**config.mk**
```make
export PLATFORM = sky130hd
export DESIGN_NAME = phy_access_port
export DESIGN_NICKNAME = d
export VERILOG_FILES = /design/src/rtl/phy_access_pkg.sv /design/src/rtl/phy_access_ctrl.sv /design/src/rtl/phy_access_dp.sv /design/src/rtl/phy_access_port.sv
export SDC_FILE = /design/constraint.sdc
export NUM_CORES = 1
export LEC_CHECK = 0
export CORE_ASPECT_RATIO = 1.5
export CORE_MARGIN = 5
export CORE_UTILIZATION = 38
export DETAILED_ROUTE_END_ITERATION = 10
export PLACE_DENSITY = 0.88
export SLEW_MARGIN = 0
export SYNTH_ARGS = -nofsm -noshare
export SYNTH_HDL_FRONTEND = slang
export SYNTH_SLANG_ARGS = --single-unit
export TNS_END_PERCENT = 100
```
**constraint.sdc**
```tcl
create_clock -name clk -period 2.2 [get_ports clk]
set_input_delay 0.44 -clock clk [delete_from_list [all_inputs] [get_ports clk]]
set_output_delay 0.44 -clock clk [all_outputs]
set_load 0.1 [all_outputs]
```
**src/rtl/phy_access_pkg.sv**
```systemverilog
package phy_access_pkg;
  localparam int OP_BIT   = 31;
  localparam int BUSY_BIT = 30;
  localparam int ERR_BIT  = 29;
  localparam int LANE_LSB = 24;
  localparam int LANE_W   = 5;
  localparam int DATA_LSB = 16;
  localparam int DATA_W   = 8;
  localparam int ADDR_W   = 16;

  // strobes from control to datapath
  typedef struct packed {
    logic load;     // accept host command this edge
    logic issue;    // first cycle of the access window
    logic capture;  // last cycle of the access window
    logic busy;     // window in progress
  } portCtl_t;
endpackage

```
**src/rtl/phy_access_ctrl.sv**
```systemverilog
module phy_access_ctrl
  import phy_access_pkg::*;
#(
  parameter int ACCESS_CYCLES = 64
) (
  input  logic     clk,
  input  logic     rstN,
  input  logic     hostWrEn,
  output portCtl_t ctl,
  output logic     errFlag
);
  localparam int CNT_W = $clog2(ACCESS_CYCLES + 1);

  logic [CNT_W-1:0] cnt;
  logic             busy;
  logic             first;
  logic             err;

  always_ff @(posedge clk) begin
    if (!rstN) begin
      cnt   <= '0;
      busy  <= 1'b0;
      first <= 1'b0;
      err   <= 1'b0;
    end else begin
      first <= hostWrEn && !busy;
      if (hostWrEn && !busy) begin
        busy <= 1'b1;
        cnt  <= CNT_W'(ACCESS_CYCLES - 1);
      end else if (busy) begin
        if (cnt == '0) busy <= 1'b0;
        else           cnt  <= cnt - 1'b1;
      end
      if (hostWrEn && busy) err <= 1'b1;
    end
  end

  always_comb begin
    ctl.load    = hostWrEn && !busy;
    ctl.issue   = first;
    ctl.capture = busy && (cnt == '0);
    ctl.busy    = busy;
  end

  assign errFlag = err;
endmodule

```
**src/rtl/phy_access_dp.sv**
```systemverilog
module phy_access_dp
  import phy_access_pkg::*;
#(
  parameter int LANES = 2
) (
  input  logic                clk,
  input  logic                rstN,
  input  portCtl_t            ctl,
  input  logic                errFlag,
  input  logic [31:0]         hostWrData,
  output logic [31:0]         hostRdData,
  output logic [ADDR_W-1:0]   phyAddr,
  output logic [DATA_W-1:0]   phyWrData,
  output logic [LANES-1:0]    phyWrEn,
  output logic [LANES-1:0]    phyRdEn,
  input  logic [LANES*DATA_W-1:0] phyRdData
);
  logic              opReg;
  logic [LANE_W-1:0] laneReg;
  logic [DATA_W-1:0] dataReg;
  logic [ADDR_W-1:0] addrReg;
  logic [DATA_W-1:0] laneByte;

  always_ff @(posedge clk) begin
    if (!rstN) begin
      opReg   <= 1'b0;
      laneReg <= '0;
      dataReg <= '0;
      addrReg <= '0;
    end else if (ctl.load) begin
      opReg   <= hostWrData[OP_BIT];
      laneReg <= hostWrData[LANE_LSB +: LANE_W];
      dataReg <= hostWrData[DATA_LSB +: DATA_W];
      addrReg <= hostWrData[ADDR_W-1:0];
    end else if (ctl.capture && !opReg) begin
      dataReg <= laneByte;
    end
  end

  // lane mux; lanes beyond the last one read as zero
  always_comb begin
    laneByte = '0;
    for (int i = 0; i < LANES; i++)
      if (laneReg == LANE_W'(i)) laneByte = phyRdData[i*DATA_W +: DATA_W];
  end

  for (genvar g = 0; g < LANES; g++) begin : g_lane
    assign phyWrEn[g] = ctl.issue && opReg  && (laneReg == LANE_W'(g));
    assign phyRdEn[g] = ctl.busy  && !opReg && (laneReg == LANE_W'(g));
  end

  assign phyAddr    = addrReg;
  assign phyWrData  = dataReg;
  assign hostRdData = {opReg, ctl.busy, errFlag, laneReg, dataReg, addrReg};
endmodule

```
**src/rtl/phy_access_port.sv**
```systemverilog
module phy_access_port
  import phy_access_pkg::*;
#(
  parameter int LANES         = 2,
  parameter int ACCESS_CYCLES = 64
) (
  input  logic                    clk,
  input  logic                    rstN,
  input  logic                    hostWrEn,
  input  logic [31:0]             hostWrData,
  output logic [31:0]             hostRdData,
  output logic [15:0]             phyAddr,
  output logic [7:0]              phyWrData,
  output logic [LANES-1:0]        phyWrEn,
  output logic [LANES-1:0]        phyRdEn,
  input  logic [LANES*8-1:0]      phyRdData
);
  portCtl_t ctl;
  logic     errFlag;

  phy_access_ctrl #(.ACCESS_CYCLES(ACCESS_CYCLES)) u_ctrl (
    .clk(clk), .rstN(rstN), .hostWrEn(hostWrEn), .ctl(ctl), .errFlag(errFlag)
  );

  phy_access_dp #(.LANES(LANES)) u_dp (
    .clk(clk), .rstN(rstN), .ctl(ctl), .errFlag(errFlag),
    .hostWrData(hostWrData), .hostRdData(hostRdData),
    .phyAddr(phyAddr), .phyWrData(phyWrData),
    .phyWrEn(phyWrEn), .phyRdEn(phyRdEn), .phyRdData(phyRdData)
  );
endmodule

```
* After elaboration in Yosys (flattened, before gate mapping) *
Index checks and enable logic that the tools add are counted.

operators by class
  add/sub/neg operators = 1
  eq/ne operators = 2
  muxes and demuxes = 10
  bitwise logic cells = 2
  reductions and logical operators = 19

operators with widths
  operator             number
  $mux 8               4
  $mux 6               3
  $logic_and 1x1->1    10
  $logic_not 7->1      1
  $sub 7x1->7 const B  1
  $eq 5x1->1 const B   1
  $logic_not 5->1      1
  $reduce_and 2->1     2
  $reduce_bool 2->1    2
  $mux 1               3
  $logic_not 1->1      2
  $ne 2x2->1 const B   1
  $not 1->1            2
  $reduce_or 2->1      1

word-level totals
  flip-flop bits (word level) = 40

* Longest topological paths before layout *
Gate-level depths: netlist of run 1.

  depth after elaboration = 5
  gate-level depth with buffers = 7
  depth with buffers taken out = 6

* Hierarchy *
Synthesis of run 1 repeated with hierarchy kept, for this count alone.

unflattened totals
  cells, all modules = 225
  area, all modules = 2183.3 µm²

by module, submodules not included
  module           instances  cells an instance  area each (µm²)
  phy_access_dp    1          172                1680.4
  phy_access_ctrl  1          53                 503.0

* Worst setup path after synthesis of run 1 *
Ideal clock, no wire load.

  path type = reg-to-output
  start point = reg u_dp.laneReg[1]
  end point = out phyRdEn[0]
  arrival time = 3.395 ns
  required time = 1.760 ns
  setup slack = -1.635 ns
  stages on the path, launching flop included = 3
  path buffers = 0
  cell sequence = dfxtp_1 > or4_1 > nor3_1

on the way
  cells in the longest elaborated chain, start to end = 2

ends and longest elaborated chain
  element                 line                   source
  from (decl)             phy_access_dp.sv:19    logic [LANE_W-1:0] laneReg;
  from (signal assigned)  phy_access_dp.sv:32    laneReg <= hostWrData[LANE_LSB +: LANE_W];
  $logic_not 5->1         phy_access_dp.sv:49    assign phyRdEn[g] = ctl.busy && !opReg && (laneReg == LANE_W'(g));
  $logic_and 1x1->1       phy_access_dp.sv:49
  to (decl)               phy_access_port.sv:15  output logic [LANES-1:0] phyRdEn,

Every way passes these cells.

* Worst setup path in the final report of run 1 *
  start point = reg u_dp.laneReg[3]
  end point = out phyWrEn[0]

on the way
  cells in the longest elaborated chain, start to end = 2

ends and longest elaborated chain
  element            line                   source
  $logic_not 5->1    phy_access_dp.sv:48    assign phyWrEn[g] = ctl.issue && opReg && (laneReg == LANE_W'(g));
  $logic_and 1x1->1  phy_access_dp.sv:48
  to (decl)          phy_access_port.sv:14  output logic [LANES-1:0] phyWrEn,

Every way passes these cells.

==> run metrics, run 1 <==
EDFF count, synth 0; post-synth cell types 33; CTS tree done; share of layout cells above drive strength 1 30.8%; placed cells 373; R2R depth 4; Synth Cell Area 1910 sq um; WP data required 1760 ps; Post-layout nets 367; WS Path Type reg2out; leak pwr 1.22 nW; design internal power 1.30 mW; design area a little under 3000 sq um; Reg power frac a little over a third; Switching Fraction 43.4%; Ys Warns 0; Fmax between 400 and 500 MHz; Worst Tran Pin Value 490 ps; end point of the critical path phyWrEn[0]; Worst-path clk slew approximately 70 ps; DP Area roughly 2900 sq um; Die Wd 67.9 um; routed vias/inst approximately 4.8; cell row count 31; combinational power share 42.2%; cell family with most CP delay simple AND/OR/NAND/NOR gates; Async S/R FF share, synth 0%; CTS resizes 1; final setup margin 133 ps; die area 6570 sq um; Clock Latency Late Sink 280 ps; clk buf depth 2; CP endpoint kind output pin; top cells by count, synth nand2_1, dfxtp_1, a21oi_1, buf_4, nor2_1; Setup Viol. Count Final 0; average size of a mapped cell between 8 and 9 sq um; IO buf count 108; post-synth top area share 41.9%; Worst path depth 3; Arrival @ worst endpoint ~1600 ps; WL/cell 14.6 um; Max Cap Viol 0; Clock Skew 9.68 ps; power per cell area 781 nW/um^2; final hold vios 0; cell depth of the worst hold path 2; Net Sw Power 0.999 mW; vias in the first global route 1,884; FF-to-FF setup slack 230 ps; ranking of synthesized cells by area dfxtp_1, buf_4, nand2_1; area delta synth->final 54.4%; clock tree root buffer cell clkbuf_8; register bit total from synthesis 40; Crit. Startpoint u_dp.laneReg[3]; 1st-pass router iterations 4; slowest cell on the critical path or4_4; most common cell in the netlist nand2_1; Clock Sink Count 40; Startpoint Class flop; CP cell instances or4_4 -> nor3_4 -> buf_12; Critical Path Max Stage Delay 570 ps; Core ar. 4850 sq um; FF-to-FF End u_dp.phyWrData[7]; Slew HR 67.2%; Clk pwr share 21.6%; Vias roughly 1,800; Die Span Y 96.8 um; DP HPWL 4420 um; syn_nets 281; H-tree depth 2; sequential-to-total area share from yosys stat 41.9%; VDD IR max 421 uV; Tot Pwr 2.30 mW; Slew Viols, Final 0; wirelength, routed approximately 5600 um; worst r2r src u_ctrl.cnt[2]; Post CTS Setup Buffer Count 0; min cycle time layout 2070 ps; period utilization 94.0%; prevailing post-synth register cell dfxtp_1; area leader, netlist dfxtp_1; status complete, no violations; largest net degree at the start of global routing 30; hold buffer count at CTS 0; first-pass GRT wire length 8970 um; All-Layer GR Usage 17.4%; Post-route DRC 0; Antenna Diode Count 0; CP Max Fanout 4; Finished Layout Cells 381; Syn Inst Count approximately 230; Core Util, Final between 60 and 70%; Final ANT Viol Nets 0; pre-CTS setup slack 253 ps; GP Congestion 0.774; # IOs 111; Overflow after GRT 0; DRT iter0 DRCs 80; WP buf/inv 1; Hold WC Path Type reg2reg; initial antenna violation count 0; CTS Buf Count 5; unrepaired setup endpoints after global routing no; Initial Utilization 39.4%
[cell families (layout without fill, tap and decap cells)]
logic type,after synthesis,in the layout,synth area share [%]
xor+xnor,1,1,0.459
flops,40,40,41.9
mux,8,8,4.19
fa+ha+maj,2,2,1.31
buf+inv,41,128,14.2
compound gates,45,45,15.5
simple gates,91,91,22.4
[layer usage]
metal / wire, um / global-route usage, % / vias up
li1: - / - / 924
met1: 1970 / 17.9 / 861
met2: 3250 / 34.0 / 54
met3: 285 / 2.43 / 4
met4: 57 / 5.05 / 0
met5: 0 / 0 / -
[area by class of cell]
class	instances	area, sq um
inverters	3	11.3
clock buffers	8	90.1
fillers	418	1900
flip-flops and latches	40	815
repair buffers	117	1060
well taps	66	82.6
multi-input cells	147	888
[flip-flops by register name (all words and copies together), names as in the netlist]
| register | count |
|---|---|
| u_dp.phyAddr | 16 |
| u_dp.phyWrData | 8 |
| u_ctrl.busy | 1 |
| u_dp.laneReg | 5 |
| u_dp.opReg | 1 |
| u_ctrl.cnt | 7 |
| u_ctrl.first | 1 |
| u_ctrl.errFlag | 1 |
[how the worst min path moves through the flow]
| stage | from | end | slack, ps |
|---|---|---|---|
| CTS | u_dp.phyAddr[1] | u_dp.phyAddr[1] | 480 |
| finish | u_dp.phyAddr[1] | u_dp.phyAddr[1] | 470 |
| global route | u_dp.laneReg[4] | u_dp.laneReg[4] | 510 |
| global placement | u_ctrl.errFlag | u_ctrl.errFlag | 450 |
| floorplan | u_ctrl.errFlag | u_ctrl.errFlag | 440 |
| detailed placement | u_ctrl.errFlag | u_ctrl.errFlag | 460 |
[cells in the final DEF, fill, tap and decap left out, drive strengths merged, types with 3 or more instances in the layout]
master and instances:
buf 69, nand2 49, clkdlybuf4s50 48, dfxtp 40, a21oi 27, nor2 16, mux2i 8, nor3b 8
a221o 8, clkbuf 8, nor3 7, inv 3, nand3 3, or4 3
[power groups by stage]
stage / clock network (mW) / registers (mW) / logic [mW]
after detailed placement: 0 / 0.849 / 0.976
after global routing: 0.538 / 0.842 / 1.01
after CTS: 0.512 / 0.833 / 0.978
after floorplan: 0 / 1.09 / 0.508
final: 0.498 / 0.833 / 0.973
after global placement: 0 / 0.846 / 0.964
[through the flow]
step	hold WS (ps)	TNS, ps
after floorplan	438	-125
after global placement	452	0
after detailed placement	463	0
after CTS	479	0
after global routing	512	0
final	474	0
[worst min-delay path, delay by kind of cell, from the launching register on]
kind,cells,cell delay (ps)
flops,1,320
simple gates,1,50
compound gates,1,50
(Power assumes the default switching activity.)
==> run 2: changes to the inputs <==
--- a/config.mk
+++ b/config.mk
@@ -5,11 +5,12 @@
 export SDC_FILE = /design/constraint.sdc
 export NUM_CORES = 1
 export LEC_CHECK = 0
+export ABC_AREA = 1
 export CORE_ASPECT_RATIO = 1.5
 export CORE_MARGIN = 5
-export CORE_UTILIZATION = 38
+export CORE_UTILIZATION = 39
 export DETAILED_ROUTE_END_ITERATION = 10
-export PLACE_DENSITY = 0.88
+export PLACE_DENSITY = 0.87
 export SLEW_MARGIN = 0
 export SYNTH_ARGS = -nofsm -noshare
 export SYNTH_HDL_FRONTEND = slang
==> run metrics, run 2 <==
status complete, no violations; slowest cell on the critical path dfxtp_4; Initial Utilization 40.6%; DP HPWL approximately 4700 um; WL met1 2140 um; period utilization 87.3%; Fmax 521 MHz; routed vias/inst between 4 and 5; Startpoint Class flop; wirelength, routed between 5000 and 6000 um; WP buf/inv 1; min cycle time layout 1920 ps; prevailing post-synth register cell dfxtp_1; Core ar. 5200 sq um; Setup Total Neg Slack 0 ps; Syn Inst Count slightly above 300; Worst-path clk slew around 70 ps; CTS tree done; Max Cap Viol 0; CTS resizes 0; Die Wd around 70 um; initial antenna violation count 0; vias in the first global route roughly 2,000; die area 7020 sq um; max reg flops 16; Overflow after GRT 0; CP cell instances nor2_4 -> nand3_2 -> nor3_4 -> buf_12; Post-layout nets 440; area leader, netlist dfxtp_1; EDFF count, synth 0; first-pass GRT wire length 9290 um; Worst Tran Pin Value 391 ps; met3 wire len 362 um; VDD IR max 482 uV; average size of a mapped cell 6.92 sq um; cell depth of the worst hold path 2; Antenna Diode Count 0; Async S/R FF share, synth 0%; fillers 482; FF-to-FF setup slack roughly 580 ps; All-Layer GR Usage 16.2%; Slew HR 73.9%; syn_nets between 300 and 400; 1st-pass router iterations 4; worst r2r src u_ctrl.cnt[0]; clock tree root buffer cell clkbuf_8; post-synth cell types 22; clk buf depth 2; largest net degree at the start of global routing 30; unrepaired setup endpoints after global routing no; register bit total from synthesis 40; area delta synth->final 48.1%; IO buf count 108; Setup Viol. Count Final 0; post-synth top area share ~38%; Die Span Y 100 um; power per cell area 910 nW/um^2; ranking of synthesized cells by area dfxtp_1, nand2_1, buf_4; Critical Path Max Stage Delay 360 ps; Synth Cell Area approximately 2100 sq um; Clock Latency Late Sink ~280 ps; CP Max Fanout 9; Post-route DRC 0; leak pwr 1.52 nW; CP endpoint kind output pin; Slew Viols, Final 0; DRT iter0 DRCs 121; CTS Buf Count 5; Final ANT Viol Nets 0; Clock Sink Count 40; Ys Warns 0; R2R depth 9; cell family with most CP delay simple AND/OR/NAND/NOR gates; hold buffer count at CTS 0; DR WL met2 3250 um; HP Start u_dp.phyAddr[15]; share of layout cells above drive strength 1 24.7%; H-tree depth 2; WP data required 1760 ps; cell row count 32; Vias 2,189; # IOs 111; most common cell in the netlist nand2_1; Hold WC Path Type reg2reg; Arrival @ worst endpoint approximately 1500 ps; most frequent cells in the layout nand2_1, buf_4, clkdlybuf4s50_1, nand3_1, dfxtp_1; DR top layer met4; WL/cell ~13 um; commonest non-fill, non-tap cell in the layout nand2_1; WS Path Type reg2out; final hold vios 0; Core Util, Final roughly 60%; GP Congestion 0.903; WHS Endpoint u_dp.phyAddr[15]; sequential-to-total area share from yosys stat 37.9%; Post CTS Setup Buffer Count 0; FF-to-FF End u_ctrl.cnt[0]; top cells by count, synth nand2_1, dfxtp_1, nand3_1; Clock Skew 4.97 ps
[run 2: area by class of cell]
type / instances / area (sq um) / share of cell area (%)
multi-input cells: 203 / 1020 / 32.7
well taps: 68 / 85.1 / 2.72
inverters: 23 / 87.6 / 2.80
repair buffers: 114 / 1030 / 32.8
flip-flops and latches: 40 / 817 / 26.1
clock buffers: 8 / 90.1 / 2.88
[run 2: power by group]
| part | total [mW] | internal, mW | switching [mW] |
|---|---|---|---|
| combinational | 1.49 | 0.366 | 1.12 |
| sequential | 0.879 | 0.805 | 0.0741 |
| clock | 0.480 | 0.256 | 0.225 |
[run 2: worst max path at each step]
stage | cells past startpoint | startpoint | to
finish | 4 | u_dp.laneReg[0] | phyWrEn[0]
global placement | 7 | hostWrEn | u_dp.phyWrData[6]
detailed placement | 7 | hostWrEn | u_dp.phyWrData[2]
CTS | 5 | u_dp.laneReg[0] | phyWrEn[1]
global route | 5 | u_dp.laneReg[0] | phyWrEn[1]
floorplan | 4 | u_dp.laneReg[0] | phyWrEn[1]
[run 2: kinds of logic (layout without fill, tap and decap cells)]
| kind of cell | count (synthesis) | after routing | share of synthesized area (%) |
|---|---|---|---|
| and+or+nand+nor | 180 | 180 | 38.5 |
| buffers and inverters | 62 | 145 | 17.2 |
| DFF | 40 | 40 | 37.9 |
| AOI/OAI and AO/OA | 21 | 21 | 5.15 |
| adders and majority gates | 2 | 2 | 1.18 |
[run 2: worst min-delay path: cells and delay by family, from the launching register on]
family / cells / cell delay, ps
and+or+nand+nor: 2 / 130
DFF: 1 / 330
[run 2: per-stage QoR]
step	worst slack (ps)	instance area, sq um	hold slack (ps)	total power, mW	std cells
2_1_floorplan	8.55	2210	438	2.12	305
3_3_place_gp	320	3040	456	2.36	448
3_5_place_dp	289	3040	478	2.38	448
4_1_cts	256	3130	487	2.87	456
5_1_grt	173	3130	500	2.99	456
6_report	279	3130	489	2.85	456
[run 2: per-layer routing]
layer	vias to the layer above	track usage (%)
met5	-	0
met4	0	6.93
met3	13	3.41
met2	73	29.5
met1	976	18.0
li1	1127	-
